## src/rtl/pause_sched_pkg.sv

```systemverilog
package pause_sched_pkg;

   localparam int unsigned PS_QUANTA_W = 16;
   localparam int unsigned PS_SEL_N    = 4;

   // resend point: pause time less offset, floored at one slot
   function automatic logic [31:0] sat_thr(input logic [31:0] pt, input logic [31:0] ofs);
      return (pt > ofs) ? (pt - ofs) : 32'd1;
   endfunction

endpackage

```

## src/rtl/pause_thr_sel.sv

```systemverilog
module pause_thr_sel
   import pause_sched_pkg::*;
#(
   parameter int unsigned QW      = PS_QUANTA_W,
   parameter int unsigned OFS0    = 4,
   parameter int unsigned OFS1    = 28,
   parameter int unsigned OFS2    = 144,
   parameter int unsigned OFS3    = 256,
   parameter bit          REG_OUT = 1'b0
) (
   input  logic          clk,
   input  logic          rst_n,
   input  logic [1:0]    sel,
   input  logic [QW-1:0] pause_time,
   output logic [QW-1:0] thr
);

   localparam int unsigned OFS_TAB [PS_SEL_N] = '{OFS0, OFS1, OFS2, OFS3};

   if (QW < 2 || QW > 31) begin : g_bad_width
      $error("pause_thr_sel: QW out of range");
   end
   if (OFS3 >= (32'd1 << QW) || OFS2 >= (32'd1 << QW)) begin : g_bad_ofs
      $error("pause_thr_sel: offset does not fit the quanta width");
   end

   logic [QW-1:0] cand [PS_SEL_N];
   logic [QW-1:0] thr_c;

   for (genvar i = 0; i < PS_SEL_N; i++) begin : g_cand
      assign cand[i] = QW'(sat_thr(32'(pause_time), OFS_TAB[i]));
   end

   assign thr_c = cand[sel];

   if (REG_OUT) begin : g_reg
      logic [QW-1:0] thr_q;
      always_ff @(posedge clk) begin
         if (!rst_n) thr_q <= '1;
         else        thr_q <= thr_c;
      end
      assign thr = thr_q;
   end else begin : g_comb
      assign thr = thr_c;
   end

endmodule

```

## src/rtl/pause_slot_ctr.sv

```systemverilog
module pause_slot_ctr #(
   parameter int unsigned QW = 16
) (
   input  logic          clk,
   input  logic          rst_n,
   input  logic          clr,
   input  logic          run,
   input  logic          tick,
   output logic [QW-1:0] cnt
);

   localparam logic [QW-1:0] CNT_MAX = '1;

   always_ff @(posedge clk) begin
      if (!rst_n)                             cnt <= '0;
      else if (clr)                           cnt <= '0;
      else if (run && tick && cnt != CNT_MAX) cnt <= cnt + 1'b1;
   end


   cnt_step_chk: assert property (@(posedge clk) disable iff (!rst_n)
      (!clr && run && tick && cnt != CNT_MAX) |=> cnt == $past(cnt) + 1'b1);


   cnt_clr_chk: assert property (@(posedge clk) disable iff (!rst_n)
      clr |=> cnt == '0);

endmodule

```

## src/rtl/pause_req_ctl.sv

```systemverilog
module pause_req_ctl #(
   parameter int unsigned QW = 16
) (
   input  logic          clk,
   input  logic          rst_n,
   input  logic          mode_fd,
   input  logic          zq_dis,
   input  logic          fc_req,
   input  logic [QW-1:0] pause_time,
   input  logic [QW-1:0] thr,
   input  logic [QW-1:0] slot_cnt,
   input  logic          ack,
   output logic          req,
   output logic [QW-1:0] quanta,
   output logic          cnt_clr,
   output logic          cnt_run
);

   logic          active_q;
   logic          armed_q;
   logic          pend_q;
   logic [QW-1:0] quanta_q;

   logic ack_hit, idle, ev_start, ev_resend, ev_stop;

   always_comb begin
      ack_hit   = pend_q & ack;
      idle      = ~pend_q;
      ev_start  = idle & fc_req & ~active_q;
      ev_resend = idle & fc_req & active_q & armed_q & (slot_cnt >= thr);
      ev_stop   = idle & ~fc_req & active_q;
   end

   always_ff @(posedge clk) begin
      if (!rst_n || !mode_fd) begin
         active_q <= 1'b0;
         armed_q  <= 1'b0;
         pend_q   <= 1'b0;
         quanta_q <= '0;
      end else begin
         if (ack_hit) begin
            pend_q  <= 1'b0;
            armed_q <= (quanta_q != '0);
         end
         if (ev_start || ev_resend) begin
            pend_q   <= 1'b1;
            quanta_q <= pause_time;
            active_q <= 1'b1;
            armed_q  <= 1'b0;
         end
         if (ev_stop) begin
            active_q <= 1'b0;
            armed_q  <= 1'b0;
            if (!zq_dis) begin
               pend_q   <= 1'b1;
               quanta_q <= '0;
            end
         end
      end
   end

   assign req     = pend_q;
   assign quanta  = quanta_q;
   assign cnt_clr = ack_hit;
   assign cnt_run = armed_q;


   off_quiet_chk: assert property (@(posedge clk) disable iff (!rst_n)
      !mode_fd |=> !pend_q);


   req_hold_chk: assert property (@(posedge clk) disable iff (!rst_n)
      (pend_q && !ack && mode_fd) |=> (pend_q && $stable(quanta_q)));


   zero_cause_chk: assert property (@(posedge clk) disable iff (!rst_n)
      ($rose(pend_q) && quanta_q == '0) |-> $past(!fc_req && !zq_dis));


   resend_gate_chk: assert property (@(posedge clk) disable iff (!rst_n)
      ($rose(pend_q) && $past(active_q) && quanta_q != '0) |-> $past(slot_cnt >= thr));

endmodule

```

## src/rtl/pause_sched.sv

```systemverilog
module pause_sched
   import pause_sched_pkg::*;
#(
   parameter int unsigned QW      = PS_QUANTA_W,
   parameter int unsigned OFS0    = 4,
   parameter int unsigned OFS1    = 28,
   parameter int unsigned OFS2    = 144,
   parameter int unsigned OFS3    = 256,
   parameter bit          THR_REG = 1'b0
) (
   input  logic          clk,
   input  logic          rst_n,
   input  logic          cfg_fc_en,
   input  logic          cfg_full_dup,
   input  logic          cfg_zq_dis,
   input  logic [1:0]    cfg_thr_sel,
   input  logic [QW-1:0] cfg_pause_time,
   input  logic          slot_tick,
   input  logic          fc_req,
   output logic          frm_req,
   output logic [QW-1:0] frm_quanta,
   input  logic          frm_ack,
   output logic          bp_out
);

   logic          mode_fd;
   logic [QW-1:0] thr;
   logic [QW-1:0] slot_cnt;
   logic          cnt_clr, cnt_run;
   logic          bp_q;

   assign mode_fd = cfg_fc_en & cfg_full_dup;

   pause_thr_sel #(
      .QW(QW), .OFS0(OFS0), .OFS1(OFS1), .OFS2(OFS2), .OFS3(OFS3), .REG_OUT(THR_REG)
   ) u_thr (
      .clk(clk), .rst_n(rst_n), .sel(cfg_thr_sel), .pause_time(cfg_pause_time), .thr(thr)
   );

   pause_slot_ctr #(.QW(QW)) u_ctr (
      .clk(clk), .rst_n(rst_n), .clr(cnt_clr), .run(cnt_run), .tick(slot_tick), .cnt(slot_cnt)
   );

   pause_req_ctl #(.QW(QW)) u_ctl (
      .clk(clk), .rst_n(rst_n), .mode_fd(mode_fd), .zq_dis(cfg_zq_dis), .fc_req(fc_req),
      .pause_time(cfg_pause_time), .thr(thr), .slot_cnt(slot_cnt), .ack(frm_ack),
      .req(frm_req), .quanta(frm_quanta), .cnt_clr(cnt_clr), .cnt_run(cnt_run)
   );

   always_ff @(posedge clk) begin
      if (!rst_n) bp_q <= 1'b0;
      else        bp_q <= cfg_fc_en & ~cfg_full_dup & fc_req;
   end
   assign bp_out = bp_q;


   bp_fd_chk: assert property (@(posedge clk) disable iff (!rst_n)
      cfg_full_dup |=> !bp_out);


   bp_off_chk: assert property (@(posedge clk) disable iff (!rst_n)
      !cfg_fc_en |=> !bp_out);

endmodule

```

## config.mk

```make
export PLATFORM = sky130hd
export DESIGN_NAME = pause_sched
export DESIGN_NICKNAME = d
export VERILOG_FILES = /design/src/rtl/pause_sched_pkg.sv /design/src/rtl/pause_thr_sel.sv /design/src/rtl/pause_slot_ctr.sv /design/src/rtl/pause_req_ctl.sv /design/src/rtl/pause_sched.sv
export SDC_FILE = /design/constraint.sdc
export NUM_CORES = 1
export LEC_CHECK = 0
export BUFFER_PORTS_ARGS = -buffer_cell sky130_fd_sc_hd__buf_4
export CORE_MARGIN = 4
export CORE_UTILIZATION = 53
export CTS_CLUSTER_SIZE = 20
export DETAILED_ROUTE_END_ITERATION = 7
export GPL_TIMING_DRIVEN = 0
export PLACE_DENSITY = 0.82
export RECOVER_POWER = 100
export SLEW_MARGIN = 10
export SYNTH_ARGS = -nofsm -noshare
export SYNTH_HDL_FRONTEND = slang
export SYNTH_SLANG_ARGS = --single-unit
```

## constraint.sdc

```tcl
create_clock -name clk -period 4.9 [get_ports clk]
set_clock_uncertainty 0.15 [all_clocks]
set_input_delay 0.98 -clock clk [delete_from_list [all_inputs] [get_ports clk]]
set_output_delay 0.98 -clock clk [all_outputs]
set_load 0.1 [all_outputs]
```

* After elaboration in Yosys (flattened, before gate mapping)
Index checks and enable logic that the tools add are counted.
W data, S select, Z words.
** Storage, ports and cells
- Register bits :: 36
- Bits of input ports :: 26
- Output and inout port bits :: 18
- Logic and storage cells :: 59
** Cells by class
- Add/sub/neg operators :: 5
- $lt $le $gt $ge :: 6
- Equal/unequal tests :: 1
- Mux-type cells :: 14
- Bitwise gates (word level) :: 17
- Reduce and logical (&&, ||, !) cells :: 10
** Operator list (count)
- $mux W16 :: 9
- $bmux W16 S2 :: 1
- $add A16 B1 Y16 const B :: 1
- $ge A16 B16 Y1 :: 1
- $gt A16 B3 Y1 const B :: 1
- $gt A16 B5 Y1 const B :: 1
- $gt A16 B8 Y1 const B :: 1
- $gt A16 B9 Y1 const B :: 1
- $ne A16 B16 Y1 const B :: 1
- $reduce_bool A16 Y1 :: 1
- $sub A16 B3 Y16 const B :: 1
- $sub A16 B5 Y16 const B :: 1
- $sub A16 B8 Y16 const B :: 1
- $sub A16 B9 Y16 const B :: 1
- $and A1 B1 Y1 :: 11
- $not A1 Y1 :: 5
- $mux W1 :: 4
- $reduce_or A2 Y1 :: 2
- $ge A3 B3 Y1 const B :: 1
- $not A2 Y3 :: 1
- $reduce_or A3 Y1 :: 1
- $logic_and A1 B1 Y1 :: 2
- $logic_not A1 Y1 :: 2
- $logic_or A1 B1 Y1 :: 2

* Depth between registers and ports, before layout
Gate-level depths: netlist of run 1.
- Depth in word-level cells :: 11
- Gate-level depth with buffers :: 20

* Cells and area by module
Synthesis of run 1 repeated with hierarchy kept, for this count alone.
** Second synthesis, totals
- Cell total of the unflattened synthesis :: 455
- Area total of the unflattened synthesis :: 3608.5 um^2
** Modules (own cells, without submodules)
- pause_thr_sel :: times used 1, cells an instance 201, area an instance 1383.8 um^2
- pause_req_ctl :: times used 1, cells an instance 152, area an instance 1322.5 um^2
- pause_slot_ctr :: times used 1, cells an instance 99, area an instance 864.6 um^2
- pause_sched :: times used 1, cells an instance 3, area an instance 37.5 um^2

* Least setup slack after synthesis of run 1
Ideal clock, no wire load.
- Path kind :: input -> register
- Start point :: input port cfg_pause_time[8]
- End point :: register u_ctl.quanta_q[0] (netlist: u_ctl.quanta[0])
- Library setup time :: 0.122 ns
- Arrival time :: 4.736 ns
- Required time :: 4.628 ns
- Setup slack :: -0.109 ns
- Stages :: 18
- Buffers on the path :: 4
- Cell sequence :: clkbuf_1 > inv_1 > ha_1 > clkbuf_2 > nor4bb_1 > a41oi_1 > a21bo_2 > and2_1 > or3_1 > a31o_1 > ha_1 > nand4_1 > or4_1 > o211ai_2 > and2_0 > clkbuf_2 > buf_2 > o21ai_0
** On the way
- Word-level cells in the longest chain between the ends :: 11
- Elaborated cells on any way between the ends :: 21
- Classes of those cells :: add/sub: 4; order compare: 5; mux: 10; bitwise: 1; reduce/logical: 1
** RTL lines
- from (decl) :: RTL line pause_sched.sv:17 : input logic [QW-1:0] cfg_pause_time,
- $sub A16 B9 Y16, or another cell as far along :: RTL line pause_sched_pkg.sv:8 : return (pt > ofs) ? (pt - ofs) : 32'd1;
- $mux W16 :: RTL line pause_sched_pkg.sv:8
- $bmux W16 S2 (*) :: RTL line pause_thr_sel.sv:34 : assign thr_c = cand[sel];
- $mux W16 (not written as such) (*) (2 in series) :: RTL line pause_thr_sel.sv:34
- $ge A16 B16 Y1 (*) :: RTL line pause_req_ctl.sv:30 : ev_resend = idle & fc_req & active_q & armed_q & (slot_cnt >= thr);
- $and A1 B1 Y1 (*) :: RTL line pause_req_ctl.sv:30
- $logic_or A1 B1 Y1 (*) :: RTL line pause_req_ctl.sv:45 : if (ev_start || ev_resend) begin
- $mux W16 (*) :: RTL line pause_req_ctl.sv:45
- $mux W16 :: RTL line pause_req_ctl.sv:54 : if (!zq_dis) begin
- $mux W16 (*) :: RTL line pause_req_ctl.sv:51 : if (ev_stop) begin
- to (signal assigned) :: RTL line pause_req_ctl.sv:47 : quanta_q <= pause_time;
- to (decl) :: RTL line pause_req_ctl.sv:22 : logic [QW-1:0] quanta_q;
Mark *: on every way between the ends. The rest lies on a longest branch, timed or not. The select of a mux whose other input is x is not followed.
A chain may end at the register's enable or synchronous reset.

* Worst setup path in the final report of run 1
- Start point :: input port cfg_pause_time[9]
- End point :: register u_ctl.quanta_q[14] (netlist: u_ctl.quanta[14])
The elaborated chain is that of the path after synthesis.

==> results of run 1 <==
==> final timing paths <==
kind                      end  slack [ns]  depth (start not counted)
max          u_ctl.quanta[14]        0.09                         19
min           u_ctl.quanta[4]        0.34                          2
max reg2reg  u_ctl.quanta[14]        2.46                          8
min reg2reg   u_ctl.quanta[4]        0.34                          2
==> layout by cell type (no fill, tap or decap), types with 6 or more instances in the layout <==
cell type | synthesis | routed
dfxtp_1 | 36 | 36
nor3_1 | 10 | 10
clkbuf_1 | 18 | 34
or3_1 | 6 | 6
xnor2_1 | 7 | 7
a21oi_1 | 19 | 19
o21ai_0 | 29 | 28
a31oi_1 | 9 | 9
a21o_1 | 6 | 6
ha_1 | 27 | 24
nand4_1 | 25 | 25
nor2_1 | 31 | 30
inv_1 | 17 | 13
buf_4 | 3 | 28
and3_1 | 7 | 7
xor2_1 | 7 | 7
nor4_1 | 6 | 6
nand2_1 | 45 | 45
nand3_1 | 17 | 14
o211ai_1 | 9 | 9
nand2b_1 | 8 | 8
==> logic make-up after synthesis <==
| kind of cell | synth area share |
|---|---|
| AO/OA/AOI/OAI | 0.255 |
| XOR/XNOR | 0.0370 |
| adder cells (fa/ha/maj) | 0.102 |
| buffers and inverters | 0.0638 |
| flip-flops | 0.217 |
| multiplexers | 0.0162 |
| AND/OR/NAND/NOR | 0.308 |
==> metrics by stage <==
| stage | TNS [ns] | utilization | area [um^2] | worst slack [ns] | hold slack [ns] |
|---|---|---|---|---|---|
| finish | 0 | 0.663 | 3970 | 0.0939 | 0.337 |
| global placement | -10.78 | 0.620 | 3710 | -0.710 | 0.322 |
| global route | -0.520 | 0.663 | 3970 | -0.0735 | 0.353 |
| CTS | 0 | 0.646 | 3870 | 0.00102 | 0.342 |
| floorplan | 0 | - | 3330 | 0.00590 | 0.314 |
| detailed placement | -12.01 | 0.620 | 3710 | -0.773 | 0.319 |
==> power breakdown <==
group	internal, mW	leakage, nW	switching (mW)
sequential	0.295	0.291	0.00280
combinational	0.0750	1.14	0.138
clock	0.102	0.0424	0.110
total	0.472	1.47	0.251
==> tightest hold or removal path: cells and delay by family, from the launching register on <==
kind	cells	cell delay, ns
AOI/OAI and AO/OA	1	0.05
DFF	1	0.33
and+or+nand+nor	1	0.06
==> timing repair <==
item | 4_1_cts | 5_1_grt
hold buffers | 0 | 0
buffers inserted | 2 | 3
resized for setup | 15 | 32
gates cloned | 0 | 1
pin swaps | 2 | 10
setup endpoints to repair | 18 | 18
==> metal layers <==
layer | global-route usage | share of wire | vias to the layer above | wire length (um)
li1 | - | - | 1749 | -
met1 | 0.362 | 0.44 | 1764 | 4380
met2 | 0.419 | 0.46 | 210 | 4600
met3 | 0.0482 | 0.083 | 33 | 832
met4 | 0.0907 | 0.025 | 0 | 248
met5 | 0 | 0 | - | 0
==> area by class of cell <==
| cell class | count | area [um^2] |
|---|---|---|
| multi-input cells | 352 | 2580 |
| fillers | 522 | 2020 |
| flip-flops and latches | 36 | 721 |
| repair buffers | 44 | 259 |
| plain buffers | 28 | 160 |
| well taps | 75 | 93.8 |
| clock buffers | 7 | 76.3 |
| inverters | 17 | 67.6 |
| clock inverters | 1 | 8.76 |
==> flip-flops by register name, indices dropped and copies added, names as in the netlist <==
name            cells
u_ctl.quanta       16
u_ctl.req           1
u_ctl.active_q      1
u_ctl.cnt_run       1
bp_out              1
u_ctr.cnt          16
==> out/qor.csv, run 1 <==
stage,metric,value,unit
outcome,outcome,"finished, final reports clean",
finish,layout cells sized above 1,0.177,
routing,Post-Route WL,10.1,mm
setup_path,Crit. Startpoint,cfg_pause_time[9],
setup_path,WP data required,4.92,ns
min_path,Hold Crit Class,flip-flop to flip-flop,
finish,Nets,537,
timing,Final min period,4.81,ns
setup_path,Reg-to-Reg Start,u_ctr.cnt[13],
yosys,post-synth top area cell,dfxtp_1,
floorplanning,total core area,0.00599,mm^2
timing,fin crit share,0.981,
yosys,Cell variety after synth,73,
yosys,share of synthesized registers carrying an async set or reset,0,
setup_path,crit-path cells,buf_4 -> clkinvlp_4 -> ha_1 -> buf_4 -> nor4bb_4 -> nand4_1 -> and3_1 -> buf_4 -> a22o_1 -> a221oi_2 -> a21o_1 -> ha_4 -> nand4_1 -> or4_4 -> o211ai_4 -> and2_0 -> buf_4 -> buf_6 -> o21ai_0,
timing,"Slew Viols, Final",0,
clock_tree,clock sinks,36,
timing,Peak Freq,208,MHz
finish,Syn-to-layout area delta,19.7,%
yosys,Syn Std Cell Area,0.00332,mm^2
timing,final setup violation count,0,
clock_tree,CTS Root Cell,clkbuf_8,
clock_tree,Clock Latency Late Sink,0.30,ns
yosys,"Primary FF master, synth",dfxtp_1,
yosys,"Net Count, Synth",487,
yosys,Post-synth EDFFs,0,
yosys,Ys Warns,0,
pwr,Worst VDD drop,153,uV
yosys,Post-synth top cells,"nand2_1 (45), dfxtp_1 (36), nor2_1 (31)",
setup_path,critical path arrival,4.83,ns
floorplanning,Initial Util,0.553,
yosys,"count leader, synth",nand2_1,
routing,Residual DRC,0,
setup_path,critical path's top delay family,simple AND/OR/NAND/NOR gates,
floorplanning,Die Wd,87.1,um
setup_path,Setup crit end kind,flip-flop,
clock_tree,Bufs on Longest Clock Path,2,
timing,final hold vios,0,
global_routing,vias in the first global route,3489,
yosys,Mapped Cells,434,
setup_path,critical setup path kind,primary input to flip-flop,
placement,# port buffers,39,
setup_path,"Max FO, Critical Path",10,
clock_tree,Worst-path clk slew,0.07,ns
placement,DP Cell Count,548,
yosys,Post-Syn Area per Cell,7.64,um^2
clock_tree,CTS Buf Count,5,
global_routing,initial antenna violation count,0,
finish,Final Non-Filler Cells,560,
pwr,leakage power,1.47,nW
pwr,final total power,723,uW
placement,routability congestion estimate,0.939,
setup_path,crit-path max cell delay,0.59,ns
placement,HPWL Detailed,7.44,mm
yosys,Synth top area share,0.217,
routing,vias per inst,6.71,
finish,Antenna Cells,0,
setup_path,Bufs and invs on worst path,6,
floorplanning,I/O pins,44,
clock_tree,CTS tree,done,
global_routing,first-pass GRT wire length,16.4,mm
routing,Avg WL per Cell,18.0,um
routing,vias,3756,
floorplanning,Core Rows,28,
yosys,post-synthesis register bit count,36,
global_routing,largest net degree at the start of global routing,12,
pwr,PD cells,182,mW/mm^2
timing,Worst-Margin Slew,1.18,ns
routing,1st-pass router iterations,5,
min_path,Hold Path Origin,u_ctl.quanta[4],
setup_path,slowest CP cell,or4_4,
global_routing,grt ovf,0,
floorplanning,Die Ht,87.1,um
timing,Max-slew headroom,0.220,
global_routing,GR Util All Layers,0.265,
clock_tree,H-tree lvl count,2,
floorplanning,die area,0.00759,mm^2
setup_path,startpoint types,primary input,
routing,Detail Route Antenna Nets,0,
routing,initial drt markers,437,
yosys,sequential-to-total area share from yosys stat,0.217,
yosys,Synth area leaders,"dfxtp_1 (22%), ha_1 (10%), nand2_1 (5.1%), nand4_1 (4.7%), o21ai_0 (4.4%)",
job,max capacitance violation total,0,
setup_path,CP most frequent cell,buf_4,
Power figures use the tool's default switching activity.
==> run 2, diff against run 1 <==
==> constraint.sdc (replaced) <==
create_clock -name clk -period 4.9 [get_ports clk]
set_clock_uncertainty 0.15 [all_clocks]
set_input_delay 0.49 -clock clk [delete_from_list [all_inputs] [get_ports clk]]
set_output_delay 0.49 -clock clk [all_outputs]
set_load 0.1 [all_outputs]
==> out/qor.csv, run 2 (same netlist as run 1, synthesis figures left out) <==
stage,metric,value,unit,change
outcome,outcome,"finished, final reports clean",,
clock_tree,Bufs on Longest Clock Path,2,,unchanged
routing,Residual DRC,0,,unchanged
placement,HPWL Detailed,7.54,mm,+1.3%
timing,fin crit share,0.950,,-0.0312
timing,Worst-Margin Slew,1.18,ns,+0.00952 ns
timing,final hold vios,0,,unchanged
timing,Peak Freq,215,MHz,+3.3%
routing,Detail Route Antenna Nets,0,,unchanged
clock_tree,Worst-path clk slew,0.07,ns,about the same
global_routing,first-pass GRT wire length,16.0,mm,-2.9%
finish,fillers,534,,+2.3%
floorplanning,total core area,0.00599,mm^2,unchanged
setup_path,"Max FO, Critical Path",10,,unchanged
global_routing,largest net degree at the start of global routing,13,,+1
setup_path,WP data required,4.93,ns,about the same
global_routing,GR Util All Layers,0.258,,-0.00719
min_path,Hold Crit Class,primary input to flip-flop,,
floorplanning,Core Rows,28,,unchanged
routing,initial drt markers,306,,-30%
finish,Nets,534,,-0.56%
routing,Avg WL per Cell,17.5,um,-2.7%
timing,Setup WS post-layout,0.247,ns,+0.153 ns
job,max capacitance violation total,0,,unchanged
floorplanning,Initial Util,0.553,,unchanged
timing,"Slew Viols, Final",0,,unchanged
setup_path,Setup crit end kind,flip-flop,,
timing,Final min period,4.65,ns,-0.153 ns
placement,# port buffers,39,,unchanged
clock_tree,Clock Latency Late Sink,0.29,ns,about the same
finish,register area,721,um^2,unchanged
routing,vias per inst,6.54,,-2.5%
timing,final setup violation count,0,,unchanged
finish,multi-input logic area,0.00244,mm^2,-5.4%
routing,1st-pass router iterations,5,,unchanged
finish,Final Instance Area,0.00381,mm^2,-4.1%
routing,vias,3643,,-3.0%
pwr,PD cells,190,mW/mm^2,+4.2%
setup_path,critical setup path kind,primary input to flip-flop,,
clock_tree,CTS Buf Count,5,,unchanged
placement,Place WS,-0.409,ns,+0.364 ns
clock_tree,clock sinks,36,,unchanged
clock_tree,CTS tree,done,,
clock_tree,Post-CTS Hold Buffers,0,,unchanged
setup_path,startpoint types,primary input,,
clock_tree,CTS Root Cell,clkbuf_8,,
setup_path,critical path arrival,4.68,ns,-0.15 ns
finish,Antenna Cells,0,,unchanged
global_routing,vias in the first global route,3359,,-3.7%
pwr,Worst VDD drop,155,uV,+1.8%
floorplanning,Die Ht,87.1,um,unchanged
timing,Max-slew headroom,0.213,,-0.00632
global_routing,initial antenna violation count,0,,unchanged
floorplanning,I/O pins,44,,unchanged
finish,post-layout util,0.636,,-0.0272
global_routing,grt ovf,0,,unchanged
finish,"commonest non-fill, non-tap cell in the layout",nand2_1,,
clock_tree,H-tree lvl count,2,,unchanged
floorplanning,die area,0.00759,mm^2,unchanged
pwr,leakage power,1.44,nW,-1.8%
pwr,final total power,722,uW,about the same
placement,routability congestion estimate,0.926,,-1.4%
routing,Post-Route WL,9.73,mm,-3.2%
finish,most frequent cells in the layout,"nand2_1 (45), dfxtp_1 (36), clkbuf_1 (32)",,
timing,setup TNS,0,ns,unchanged
placement,placed instance area,0.00370,mm^2,-0.30%
floorplanning,Die Wd,87.1,um,unchanged
finish,layout cells sized above 1,0.147,,-0.0300
finish,Syn-to-layout area delta,14.8,%,
run 2: cell types whose count changed in the layout (fill, tap and decap cells not counted), moves of 3 or more:
| cell | delta |
|---|---|
| buf_4 | -3 |
| inv_1 | +3 |
| clkbuf_2 | +3 |
| clkbuf_4 | -3 |
run 2: area by class of cell:
type / instances / share of cell area
plain buffers: 29 / 0.0388
clock buffers: 6 / 0.0217
clock inverters: 2 / 0.00361
inverters: 17 / 0.0168
multi-input cells: 351 / 0.642
flip-flops and latches: 36 / 0.189
well taps: 75 / 0.0246
repair buffers: 41 / 0.0631
run 2: stage by stage:
stage,std cells,hold WS [ns]
2_1_floorplan,434,0.314
3_3_place_gp,548,0.322
3_5_place_dp,548,0.320
4_1_cts,555,0.325
5_1_grt,557,0.329
6_report,557,0.322
run 2: where the power goes:
group	switching [mW]	internal [mW]
sequential	0.00283	0.295
combinational	0.131	0.0676
clock	0.110	0.115
total	0.244	0.478
run 2: path summary, 6_finish.rpt:
kind,start,endpoint,slack (ns),cells past startpoint
setup reg to reg,u_ctr.cnt[15],u_ctl.quanta[0],2.22,8
setup / recovery,cfg_pause_time[5],u_ctl.quanta[0],0.25,18
hold / removal,cfg_fc_en,bp_out,0.32,2
hold reg to reg,u_ctl.quanta[13],u_ctl.quanta[13],0.34,2
run 2: worst max-delay path, cell delays in order:
cell and delay (ns):
buf_2 0.19, inv_1 0.13, ha_1 0.24, a2111oi_2 0.49, o211ai_1 0.20, and3_1 0.23
buf_4 0.17, a22o_1 0.24, a221oi_1 0.31, a21o_1 0.13, ha_1 0.15, nand4_1 0.15
or4_1 0.60, o211ai_4 0.28, and2_0 0.16, clkbuf_2 0.17, buf_2 0.22, o21ai_0 0.12
run 2: metal layers:
layer | routed length, um | vias to the layer above | track usage
met4 | 172 | 0 | 0.0614
met5 | 0 | - | 0
li1 | - | 1735 | -
met3 | 906 | 24 | 0.0549
met1 | 4190 | 1682 | 0.356
met2 | 4470 | 202 | 0.411
run 2: timing repair:
item                                    CTS  global route
gates resized for setup                   1            17
endpoints found under the setup margin   10            17
pin swaps                                 0             1
setup buffers                             0             2
